==> src/rtl/pll_sup_pkg.sv <==
package pll_sup_pkg;
  typedef enum logic [1:0] {
    ST_WAIT_REF  = 2'd0,
    ST_RESET     = 2'd1,
    ST_WAIT_LOCK = 2'd2,
    ST_LOCKED    = 2'd3
  } sup_state_t;
endpackage

==> src/rtl/sync_bit.sv <==
module sync_bit #(
  parameter int   STAGES  = 2,
  parameter logic RST_VAL = 1'b0
) (
  input  logic clk,
  input  logic rst,
  input  logic d,
  output logic q
);
  logic [STAGES-1:0] chain_q;

  always_ff @(posedge clk) begin
    if (rst) chain_q <= {STAGES{RST_VAL}};
    else     chain_q <= {chain_q[STAGES-2:0], d};
  end

  assign q = chain_q[STAGES-1];
endmodule

==> src/rtl/ref_activity_mon.sv <==
module ref_activity_mon #(
  parameter int SYNC_STAGES  = 2,
  parameter int WIN_CYCLES   = 16,
  parameter int GOOD_WINDOWS = 4
) (
  input  logic clk,
  input  logic rst,
  input  logic ref_clk,
  output logic ref_ok
);
  localparam int WIN_W  = $clog2(WIN_CYCLES);
  localparam int GOOD_W = $clog2(GOOD_WINDOWS + 1);

  logic              ref_s, ref_d, tgl, seen_q, ok_q, win_end;
  logic [WIN_W-1:0]  win_q;
  logic [GOOD_W-1:0] good_q, good_d;

  sync_bit #(.STAGES(SYNC_STAGES), .RST_VAL(1'b0)) u_ref_sync (
    .clk(clk), .rst(rst), .d(ref_clk), .q(ref_s)
  );

  always_ff @(posedge clk) begin
    if (rst) ref_d <= 1'b0;
    else     ref_d <= ref_s;
  end

  assign tgl     = ref_s ^ ref_d;
  assign win_end = (win_q == WIN_W'(WIN_CYCLES - 1));

  always_comb begin
    good_d = good_q;
    if (seen_q | tgl) begin
      if (good_q != GOOD_W'(GOOD_WINDOWS)) good_d = good_q + 1'b1;
    end else begin
      good_d = '0;
    end
  end

  always_ff @(posedge clk) begin
    if (rst) begin
      win_q  <= '0;
      seen_q <= 1'b0;
      good_q <= '0;
      ok_q   <= 1'b0;
    end else if (win_end) begin
      win_q  <= '0;
      seen_q <= 1'b0;
      good_q <= good_d;
      ok_q   <= (good_d == GOOD_W'(GOOD_WINDOWS));
    end else begin
      win_q  <= win_q + 1'b1;
      seen_q <= seen_q | tgl;
    end
  end

  assign ref_ok = ok_q;


  ref_ok_window_chk: assert property (@(posedge clk) disable iff (rst)
    !win_end |=> $stable(ok_q))
    else $error("reference status changed inside a window");


  ref_drop_chk: assert property (@(posedge clk) disable iff (rst)
    (win_end && !seen_q && !tgl) |=> !ok_q)
    else $error("silent window did not clear reference status");
endmodule

==> src/rtl/loss_counter.sv <==
module loss_counter #(
  parameter int CNT_W = 8
) (
  input  logic             clk,
  input  logic             rst,
  input  logic             clr,
  input  logic             inc,
  output logic [CNT_W-1:0] cnt
);
  localparam logic [CNT_W-1:0] CNT_MAX = {CNT_W{1'b1}};

  logic [CNT_W-1:0] cnt_q;

  always_ff @(posedge clk) begin
    if (rst)                          cnt_q <= '0;
    else if (clr)                     cnt_q <= '0;
    else if (inc && cnt_q != CNT_MAX) cnt_q <= cnt_q + 1'b1;
  end

  assign cnt = cnt_q;


  no_overflow_chk: assert property (@(posedge clk) disable iff (rst)
    (cnt_q == CNT_MAX && !clr) |=> cnt_q == CNT_MAX)
    else $error("loss counter wrapped");


  clear_wins_chk: assert property (@(posedge clk) disable iff (rst)
    clr |=> cnt_q == '0)
    else $error("clear did not zero loss counter");


  monotonic_chk: assert property (@(posedge clk) disable iff (rst)
    !clr |=> cnt_q >= $past(cnt_q))
    else $error("loss counter decreased without clear");
endmodule

==> src/rtl/pll_supervisor.sv <==
module pll_supervisor
  import pll_sup_pkg::*;
#(
  parameter int SYNC_STAGES  = 2,
  parameter int WIN_CYCLES   = 16,
  parameter int GOOD_WINDOWS = 4,
  parameter int RST_CYCLES   = 8,
  parameter int LOCK_CYCLES  = 4,
  parameter int CNT_W        = 8
) (
  input  logic             clk,
  input  logic             rst,
  input  logic             ref_clk,
  input  logic             pll_lock_async,
  input  logic             freeze,
  input  logic             cnt_clr,
  output logic             pll_rst,
  output logic             pfd_en,
  output logic             ready,
  output logic [CNT_W-1:0] loss_cnt
);
  localparam int TMR_MAX = (RST_CYCLES > LOCK_CYCLES) ? RST_CYCLES : LOCK_CYCLES;
  localparam int TMR_W   = $clog2(TMR_MAX + 1);

  logic             ref_ok, lock_s, pfd_q, loss_evt;
  logic             pll_rst_q, ready_q;
  sup_state_t       state_q, state_d;
  logic [TMR_W-1:0] tmr_q, tmr_d;

  ref_activity_mon #(
    .SYNC_STAGES(SYNC_STAGES), .WIN_CYCLES(WIN_CYCLES), .GOOD_WINDOWS(GOOD_WINDOWS)
  ) u_refmon (
    .clk(clk), .rst(rst), .ref_clk(ref_clk), .ref_ok(ref_ok)
  );

  sync_bit #(.STAGES(SYNC_STAGES), .RST_VAL(1'b0)) u_lock_sync (
    .clk(clk), .rst(rst), .d(pll_lock_async), .q(lock_s)
  );

  always_ff @(posedge clk) begin
    if (rst) pfd_q <= 1'b1;
    else     pfd_q <= ~freeze;
  end

  always_comb begin
    state_d  = state_q;
    tmr_d    = tmr_q;
    loss_evt = 1'b0;
    if (!ref_ok) begin
      state_d = ST_WAIT_REF;
      tmr_d   = '0;
    end else begin
      case (state_q)
        ST_WAIT_REF: begin
          state_d = ST_RESET;
          tmr_d   = '0;
        end
        ST_RESET: begin
          if (tmr_q == TMR_W'(RST_CYCLES - 1)) begin
            state_d = ST_WAIT_LOCK;
            tmr_d   = '0;
          end else begin
            tmr_d = tmr_q + 1'b1;
          end
        end
        ST_WAIT_LOCK: begin
          if (pfd_q) begin
            if (lock_s) begin
              if (tmr_q == TMR_W'(LOCK_CYCLES - 1)) begin
                state_d = ST_LOCKED;
                tmr_d   = '0;
              end else begin
                tmr_d = tmr_q + 1'b1;
              end
            end else begin
              tmr_d = '0;
            end
          end
        end
        ST_LOCKED: begin
          if (pfd_q && !lock_s) begin
            loss_evt = 1'b1;
            state_d  = ST_RESET;
            tmr_d    = '0;
          end
        end
        default: begin
          state_d = ST_WAIT_REF;
          tmr_d   = '0;
        end
      endcase
    end
  end

  always_ff @(posedge clk) begin
    if (rst) begin
      state_q   <= ST_WAIT_REF;
      tmr_q     <= '0;
      pll_rst_q <= 1'b1;
      ready_q   <= 1'b0;
    end else begin
      state_q   <= state_d;
      tmr_q     <= tmr_d;
      pll_rst_q <= (state_d == ST_WAIT_REF) || (state_d == ST_RESET);
      ready_q   <= (state_d == ST_LOCKED);
    end
  end

  loss_counter #(.CNT_W(CNT_W)) u_loss (
    .clk(clk), .rst(rst), .clr(cnt_clr), .inc(loss_evt), .cnt(loss_cnt)
  );

  assign pll_rst = pll_rst_q;
  assign ready   = ready_q;
  assign pfd_en  = pfd_q;


  ready_needs_lock_chk: assert property (@(posedge clk) disable iff (rst)
    $rose(ready_q) |-> ($past(lock_s) && $past(pfd_q)))
    else $error("ready rose without qualified lock");


  loss_reset_chk: assert property (@(posedge clk) disable iff (rst)
    (state_q == ST_LOCKED && ref_ok && pfd_q && !lock_s) |=> (pll_rst_q && !ready_q))
    else $error("loss of lock did not reissue reset");


  frozen_no_reset_chk: assert property (@(posedge clk) disable iff (rst)
    (!pfd_q && ref_ok && !pll_rst_q) |=> !pll_rst_q)
    else $error("reset issued while phase detector off");


  frozen_no_count_chk: assert property (@(posedge clk) disable iff (rst)
    (!pfd_q && !cnt_clr) |=> $stable(loss_cnt))
    else $error("loss counted while phase detector off");


  ref_lost_chk: assert property (@(posedge clk) disable iff (rst)
    !ref_ok |=> (pll_rst_q && !ready_q))
    else $error("reference loss did not force reset");
endmodule

==> config.mk <==
export PLATFORM = sky130hd
export DESIGN_NAME = pll_supervisor
export DESIGN_NICKNAME = d
export VERILOG_FILES = /design/src/rtl/pll_sup_pkg.sv /design/src/rtl/sync_bit.sv /design/src/rtl/ref_activity_mon.sv /design/src/rtl/loss_counter.sv /design/src/rtl/pll_supervisor.sv
export SDC_FILE = /design/constraint.sdc
export NUM_CORES = 1
export LEC_CHECK = 0
export BUFFER_PORTS_ARGS = -buffer_cell sky130_fd_sc_hd__buf_2
export CAP_MARGIN = 20
export CORE_ASPECT_RATIO = 1.2
export CORE_MARGIN = 2
export CORE_UTILIZATION = 51
export DETAILED_ROUTE_END_ITERATION = 6
export GPL_TIMING_DRIVEN = 0
export MAX_ROUTING_LAYER = met4
export PLACE_DENSITY_LB_ADDON = 0.08
export SKIP_LAST_GASP = 1
export SYNTH_ARGS = -nofsm -noshare
export SYNTH_HDL_FRONTEND = slang
export SYNTH_SLANG_ARGS = --single-unit
==> constraint.sdc <==
create_clock -name clk -period 1.48 [get_ports clk]
set_input_delay 0.37 -clock clk [delete_from_list [all_inputs] [get_ports clk]]
set_output_delay 0.37 -clock clk [all_outputs]
set_load 0.01 [all_outputs]
---- Word-level counts from Yosys, hierarchy flattened ----
Index checks and enable logic that the tools add are counted.
storage, ports and cells
  bits in registers ....................... 31
  input bits .............................. 6
  output and inout port bits .............. 11
  word-level logic and storage cells ...... 62
operators by class
  add/sub/neg operators ................... 4
  equal/unequal tests ..................... 13
  mux-type cells .......................... 18
  bitwise operators ....................... 4
  reduce and logical (&&, ||, !) cells .... 10
operator list
  operator                                                               number
  4-bit two-way mux                                                      5
  4-bit one-hot mux with 4 select lines                                  1
  2-bit two-way mux                                                      6
  4-bit by 1-bit adder with 4-bit output, second input constant          2
  8-bit by 1-bit adder with 8-bit output, second input constant          1
  8-bit inequality test, second input constant                           1
  2-bit one-hot mux with 4 select lines                                  1
  2-bit equality test, second input constant                             3
  3-bit two-way mux                                                      2
  2-bit OR reduction                                                     3
  2-bit by 1-bit equality test with 1-bit output, second input constant  2
  4-bit by 2-bit equality test with 1-bit output, second input constant  1
  4-bit by 3-bit equality test with 1-bit output, second input constant  1
  4-bit equality test, second input constant                             1
  2-bit zero test                                                        2
  2-bit inequality test, second input constant                           2
  3-bit by 1-bit adder with 3-bit output, second input constant          1
  3-bit equality test, second input constant                             1
  1-bit two-way mux                                                      3
  3-bit inequality test, second input constant                           1
  1-bit logical AND                                                      2
  1-bit NOT                                                              2
  2-bit AND reduction                                                    1
  1-bit zero test                                                        1
  3 further kinds                                                        3

---- Logic depth before layout (Yosys ltp) ----
  depth after elaboration ................. 8
  mapped depth ............................ 6

---- By module ----
A second synthesis with hierarchy kept.
unflattened totals
  cell total of the unflattened synthesis .. 162
  area, all modules ....................... 1,522.7 um^2
by module, submodules not included
  module            instances  cells an instance  area each (um^2)  sequential area each (um^2)
  pll_supervisor    1          59                 534.3             180.2
  ref_activity_mon  1          48                 447.9             200.2
  loss_counter      1          47                 435.4             160.2
  sync_bit          2          4                  52.6              40.0

---- Worst setup path after synthesis ----
No wires, ideal clock.
  path type ............................... register -> register
  start point ............................. register state_q[0]
  end point ............................... register tmr_q[1]
  data arrival time ....................... 1.551 ns
  required time ........................... 1.410 ns
  slack ................................... -0.141 ns
  stages on the path, launching flop included .. 7
  path buffers ............................ 0
  period minus slack after synthesis ...... 1.621 ns
  cells stage by stage .................... dfxtp_1 -> inv_1 -> ha_1 -> a21oi_1 -> a311o_1 -> or3b_1 -> a21oi_1
on the way
  word-level cells in the longest chain between the ends .. 3
  elaborated cells between the ends (all ways) .. 8
ends and longest elaborated chain
  what                             line                   RTL
  from (decl)                      pll_supervisor.sv:27   sup_state_t state_q, state_d;
  from (signal assigned)           pll_supervisor.sv:102  state_q <= state_d;
  2-bit equality test              pll_supervisor.sv:53   case (state_q)
  2-bit inequality test (no line)  n/a
  2-bit AND reduction (no line)    n/a
  to (signal assigned)             pll_supervisor.sv:103  tmr_q <= tmr_d;
  to (decl)                        pll_supervisor.sv:28   logic [TMR_W-1:0] tmr_q, tmr_d;
Several ways; a longest one is shown, not always the timed one.
A chain may end at the register's enable or synchronous reset.

---- Worst setup path after layout ----
  start point ............................. register state_q[1]
  end point ............................... register tmr_q[1]
The elaborated chain is that of the path after synthesis.

==> report_table.html <==
<table>
<tr><th>Metric</th><th>Value</th></tr>
<tr><th colspan="2">Pwr</th></tr>
<tr><td>Leakage component of the power</td><td>0.7023 nW</td></tr>
<tr><td>Worst supply voltage drop on vdd</td><td>0.6579 mV</td></tr>
<tr><td>Sum of internal, switching and leakage power</td><td>1.413 mW</td></tr>
<tr><td>P per Cell Area</td><td>779.7 mW/mm^2</td></tr>
<tr><th colspan="2">Synth</th></tr>
<tr><td>Number of enable-type register cells in the synthesized netlist</td><td>0</td></tr>
<tr><td>Netlist area before placement</td><td>0.001468 mm^2</td></tr>
<tr><td>Distinct cell type count of the synthesized netlist</td><td>42</td></tr>
<tr><td>Synthesis Warnings</td><td>0</td></tr>
<tr><td>Synth async-reset ratio</td><td>0</td></tr>
<tr><td>Post-Synthesis Cells</td><td>159</td></tr>
<tr><td>Most common flop cell mapped by yosys</td><td>dfxtp_1</td></tr>
<tr><td>Number of nets in the synthesized netlist</td><td>175</td></tr>
<tr><td>Count of state elements after synthesis</td><td>31</td></tr>
<tr><td>Share of the yosys chip area belonging to registers</td><td>0.4228</td></tr>
<tr><td>Average footprint of a synthesized cell</td><td>9.231 um^2</td></tr>
<tr><th colspan="2">Placement</th></tr>
<tr><td>Final Wtd Congestion</td><td>0.8169</td></tr>
<tr><td>Worst slack after detailed placement</td><td>-0.1799 ns</td></tr>
<tr><td>PortBufs</td><td>16</td></tr>
<tr><td># placed instances</td><td>209</td></tr>
<tr><td>Final HPWL from detailed placement</td><td>2046 um</td></tr>
<tr><th colspan="2">STA</th></tr>
<tr><td>Slew margin rel.</td><td>0.7459</td></tr>
<tr><td>Shortest clock period the worst path allows after layout</td><td>1.614 ns</td></tr>
<tr><td>Transition time at the pin with the least slew margin</td><td>0.3811 ns</td></tr>
<tr><td>Setup repair after global routing missed its margin</td><td>true</td></tr>
<tr><td>Timing-limited maximum frequency</td><td>0.6195 GHz</td></tr>
<tr><td>Final worst-path setup slack</td><td>-0.1342 ns</td></tr>
<tr><td>Min Hold Slack</td><td>0.2145 ns</td></tr>
<tr><td>Portion of the clock cycle consumed by the worst path in the final layout</td><td>1.091</td></tr>
<tr><td>Worst clock skew</td><td>0.009942 ns</td></tr>
<tr><td>Number of failing setup endpoints in the final timing report</td><td>5</td></tr>
<tr><td>Number of pins exceeding their max-slew limit in the final report</td><td>0</td></tr>
<tr><td>Number of hold violations in the final report</td><td>0</td></tr>
<tr><th colspan="2">Finish</th></tr>
<tr><td>Number of nets in the layout</td><td>206</td></tr>
<tr><td>Share of layout cells above drive strength 1</td><td>0.3000</td></tr>
<tr><td>Area of all sequential standard cells</td><td>630.6 um^2</td></tr>
<tr><td>Final std cells w/o fill</td><td>224</td></tr>
<tr><td>Core Util, Final</td><td>0.6567</td></tr>
<tr><td>Area growth syn-to-layout</td><td>23.44%</td></tr>
<tr><td>Total inserted antenna cells</td><td>0</td></tr>
<tr><td>Fill cell count</td><td>237</td></tr>
<tr><td>Area of the multi-input gates</td><td>907.1 um^2</td></tr>
<tr><th colspan="2">Setup path</th></tr>
<tr><td>Worst setup path category</td><td>reg -&gt; reg</td></tr>
<tr><td>Critical Path AT</td><td>1.87 ns</td></tr>
<tr><td>Highest cell delay on the worst timing path</td><td>0.41 ns</td></tr>
<tr><td>Element type at the critical path end</td><td>flip-flop</td></tr>
<tr><td>Max Fanout on Critical Path</td><td>4</td></tr>
<tr><td>Startpoint class of the critical path</td><td>flip-flop</td></tr>
<tr><td>Register-to-register setup slack</td><td>-0.13 ns</td></tr>
<tr><td>Data required, critical path</td><td>1.74 ns</td></tr>
<tr><td>Family with the most delay on the worst path</td><td>compound AO/OA/AOI/OAI gates</td></tr>
<tr><td>Cells on worst reg2reg path</td><td>6</td></tr>
<tr><td>Critical path buffer and inverter count</td><td>2</td></tr>
<tr><td>Worst setup path startpoint</td><td>state_q[1]</td></tr>
<tr><td>Capture instance of the worst register-to-register path</td><td>tmr_q[1]</td></tr>
<tr><td>Total number of cells along the worst setup path</td><td>6</td></tr>
<tr><td>Launch point of the worst reg-to-reg path</td><td>state_q[1]</td></tr>
<tr><td>Cell-by-cell trace of the critical path</td><td>inv_4 -&gt; ha_4 -&gt; inv_2 -&gt; a311o_1 -&gt; or3b_1 -&gt; a21oi_2</td></tr>
<tr><td>Critical path's slowest cell</td><td>dfxtp_4</td></tr>
<tr><th colspan="2">Die</th></tr>
<tr><td>Horizontal die dimension</td><td>52.97 um</td></tr>
<tr><td>Initial standard-cell utilization of the core</td><td>0.5320</td></tr>
<tr><td>Ports</td><td>17</td></tr>
<tr><td>Row count</td><td>21</td></tr>
<tr><td>Die extent in y</td><td>62.77 um</td></tr>
<tr><td>Area of the core region</td><td>0.002759 mm^2</td></tr>
<tr><td>Floorplan die area</td><td>0.003325 mm^2</td></tr>
<tr><th colspan="2">CTS</th></tr>
<tr><td>Clock Tree Buf Depth</td><td>2</td></tr>
<tr><td>Clock tree from TritonCTS</td><td>yes</td></tr>
<tr><td>Number of clock sinks seen by CTS</td><td>31</td></tr>
<tr><td>Clk pin slew, worst setup/hold paths</td><td>0.09 ns</td></tr>
<tr><td>Root Buffer Master</td><td>clkbuf_4</td></tr>
<tr><td>H-tree level count</td><td>2</td></tr>
<tr><td>Later-pin clock latency in the skew report</td><td>0.33 ns</td></tr>
<tr><td>TritonCTS Buffers</td><td>5</td></tr>
<tr><th colspan="2">Min path</th></tr>
<tr><td>Critical hold path startpoint</td><td>freeze</td></tr>
<tr><td>Tightest Hold Check Type</td><td>in -&gt; reg</td></tr>
<tr><td>Hold Path End</td><td>pfd_en</td></tr>
<tr><td>Hold path cells</td><td>2</td></tr>
<tr><th colspan="2">Global route</th></tr>
<tr><td>Vias in the first global route</td><td>1200</td></tr>
<tr><td>Number of antenna violations at the first check in global routing</td><td>0</td></tr>
<tr><td>Global routing usage summed across all routing layers</td><td>0.2112</td></tr>
<tr><td>First-pass GRT wire length</td><td>5092 um</td></tr>
<tr><td>Largest net degree at the start of global routing</td><td>11</td></tr>
<tr><td>Global-route congestion overflow total</td><td>0</td></tr>
<tr><th colspan="2">Detailed routing</th></tr>
<tr><td>Count of unresolved DRC violations after routing</td><td>0</td></tr>
<tr><td>Post-detailed-route wirelength per cell</td><td>13.35 um</td></tr>
<tr><td>Final wirelength</td><td>2991 um</td></tr>
<tr><td>Per-cell via count in the routed design</td><td>5.558</td></tr>
<tr><td>Number of detailed-route iterations in the first pass</td><td>4</td></tr>
<tr><td>Iteration-0 DRC Markers</td><td>25</td></tr>
<tr><td>DRT antenna net count</td><td>0</td></tr>
<tr><td>Routed via count</td><td>1245</td></tr>
<tr><th colspan="2">Flow run</th></tr>
<tr><td>Max-capacitance violation count</td><td>0</td></tr>
<tr><th colspan="2">Outcome</th></tr>
<tr><td>Run status</td><td>finished with violations</td></tr>
<tr><td>Violated checks</td><td>negative setup slack</td></tr>
</table>
state kept, by name (all words and copies together), names as in the netlist, 2 cells and up:
register / cells
u_loss.cnt: 8
u_refmon.good_q: 3
tmr_q: 4
u_refmon.u_ref_sync.chain_q: 2
u_refmon.win_q: 4
state_q: 2
u_lock_sync.chain_q: 2
worst max path at each step:
stage	end
6_report	tmr_q[1]
5_1_grt	tmr_q[1]
4_1_cts	tmr_q[1]
3_5_place_dp	tmr_q[1]
3_3_place_gp	tmr_q[1]
2_1_floorplan	tmr_q[1]
layout by cell type, fill, tap and decap left out, types with 4 or more instances in the layout:
cell type,instances
nand2b_1,4
buf_4,8
nor2_1,16
buf_2,16
nor2b_1,6
a31oi_1,4
nand2_1,12
clkbuf_4,5
xor2_1,8
dfxtp_1,27
a21oi_1,6
ha_1,4
Yosys cell counts (2+ instances only):
cell type	n	area share
nor2_1	17	0.043
o21a_1	2	0.010
nand3_1	4	0.014
and3_1	2	0.0085
o211ai_1	3	0.015
and2_1	2	0.0085
clkbuf_1	2	0.0051
a311o_1	2	0.014
o31ai_1	2	0.010
a21oi_1	8	0.027
nor3b_1	2	0.010
nand2b_1	4	0.017
and4b_1	2	0.014
inv_1	6	0.015
dfxtp_1	31	0.42
mux2i_1	2	0.014
a31oi_1	4	0.017
nor2b_1	7	0.030
xor2_1	8	0.048
nand3b_1	2	0.010
ha_1	10	0.085
o21ai_0	2	0.0068
nand2_1	12	0.031
or3_1	3	0.013
nor3_1	3	0.010
power breakdown:
part	internal (mW)	leakage (nW)	switching, mW
Combinational	0.0258	0.414	0.0265
Sequential	0.847	0.254	0.0136
Clock	0.220	0.0341	0.280
worst register-to-register path, cell delays in order (launching register included):
cell     delay (ns)
dfxtp_4        0.41
inv_4          0.06
ha_4           0.27
inv_2          0.03
a311o_1        0.30
or3b_1         0.37
a21oi_2        0.12
cell type report:
cell class	count	area share
Buffer	2	0.004144
Timing Repair Buffer	24	0.07735
Tap cell	34	0.02348
Clock inverter	1	0.002762
Multi-Input combinational cell	120	0.5007
Sequential cell	31	0.3481
Inverter	6	0.01519
Clock buffer	6	0.02831
per-stage QoR:
stage | cell area, um^2 | TNS (ns)
3_3_place_gp | 1638 | -0.3667
2_1_floorplan | 1515 | -0.1196
6_report | 1812 | -0.3695
4_1_cts | 1769 | -0.3055
3_5_place_dp | 1638 | -0.8381
5_1_grt | 1812 | -0.9314
kinds of logic (layout without fill, tap and decap cells):
family                     count (synthesis)  after routing  share of synthesized area
and+or+nand+nor                           68             68                     0.2540
AOI/OAI and AO/OA                         31             31                     0.1500
DFF                                       31             31                     0.4229
adders and majority gates                 10             10                    0.08525
xor gates and xnor gates                   9              9                    0.05371
buffers and inverters                      8             39                    0.02046
muxes                                      2              2                    0.01364
layer usage:
| metal | vias up | GRT usage | wire length, um |
|---|---|---|---|
| li1 | 626 | - | - |
| met1 | 593 | 0.2194 | 1253 |
| met2 | 21 | 0.3609 | 1582 |
| met3 | 5 | 0.07177 | 109 |
| met4 | 0 | 0.07372 | 45 |
| met5 | - | - | 0 |
timing repair:
item,CTS,global route
pin swaps,5,1
endpoints found under the setup margin,7,9
hold buffers,0,0
gates resized for setup,12,6
setup buffers,5,3
(Power assumes the default switching activity.)
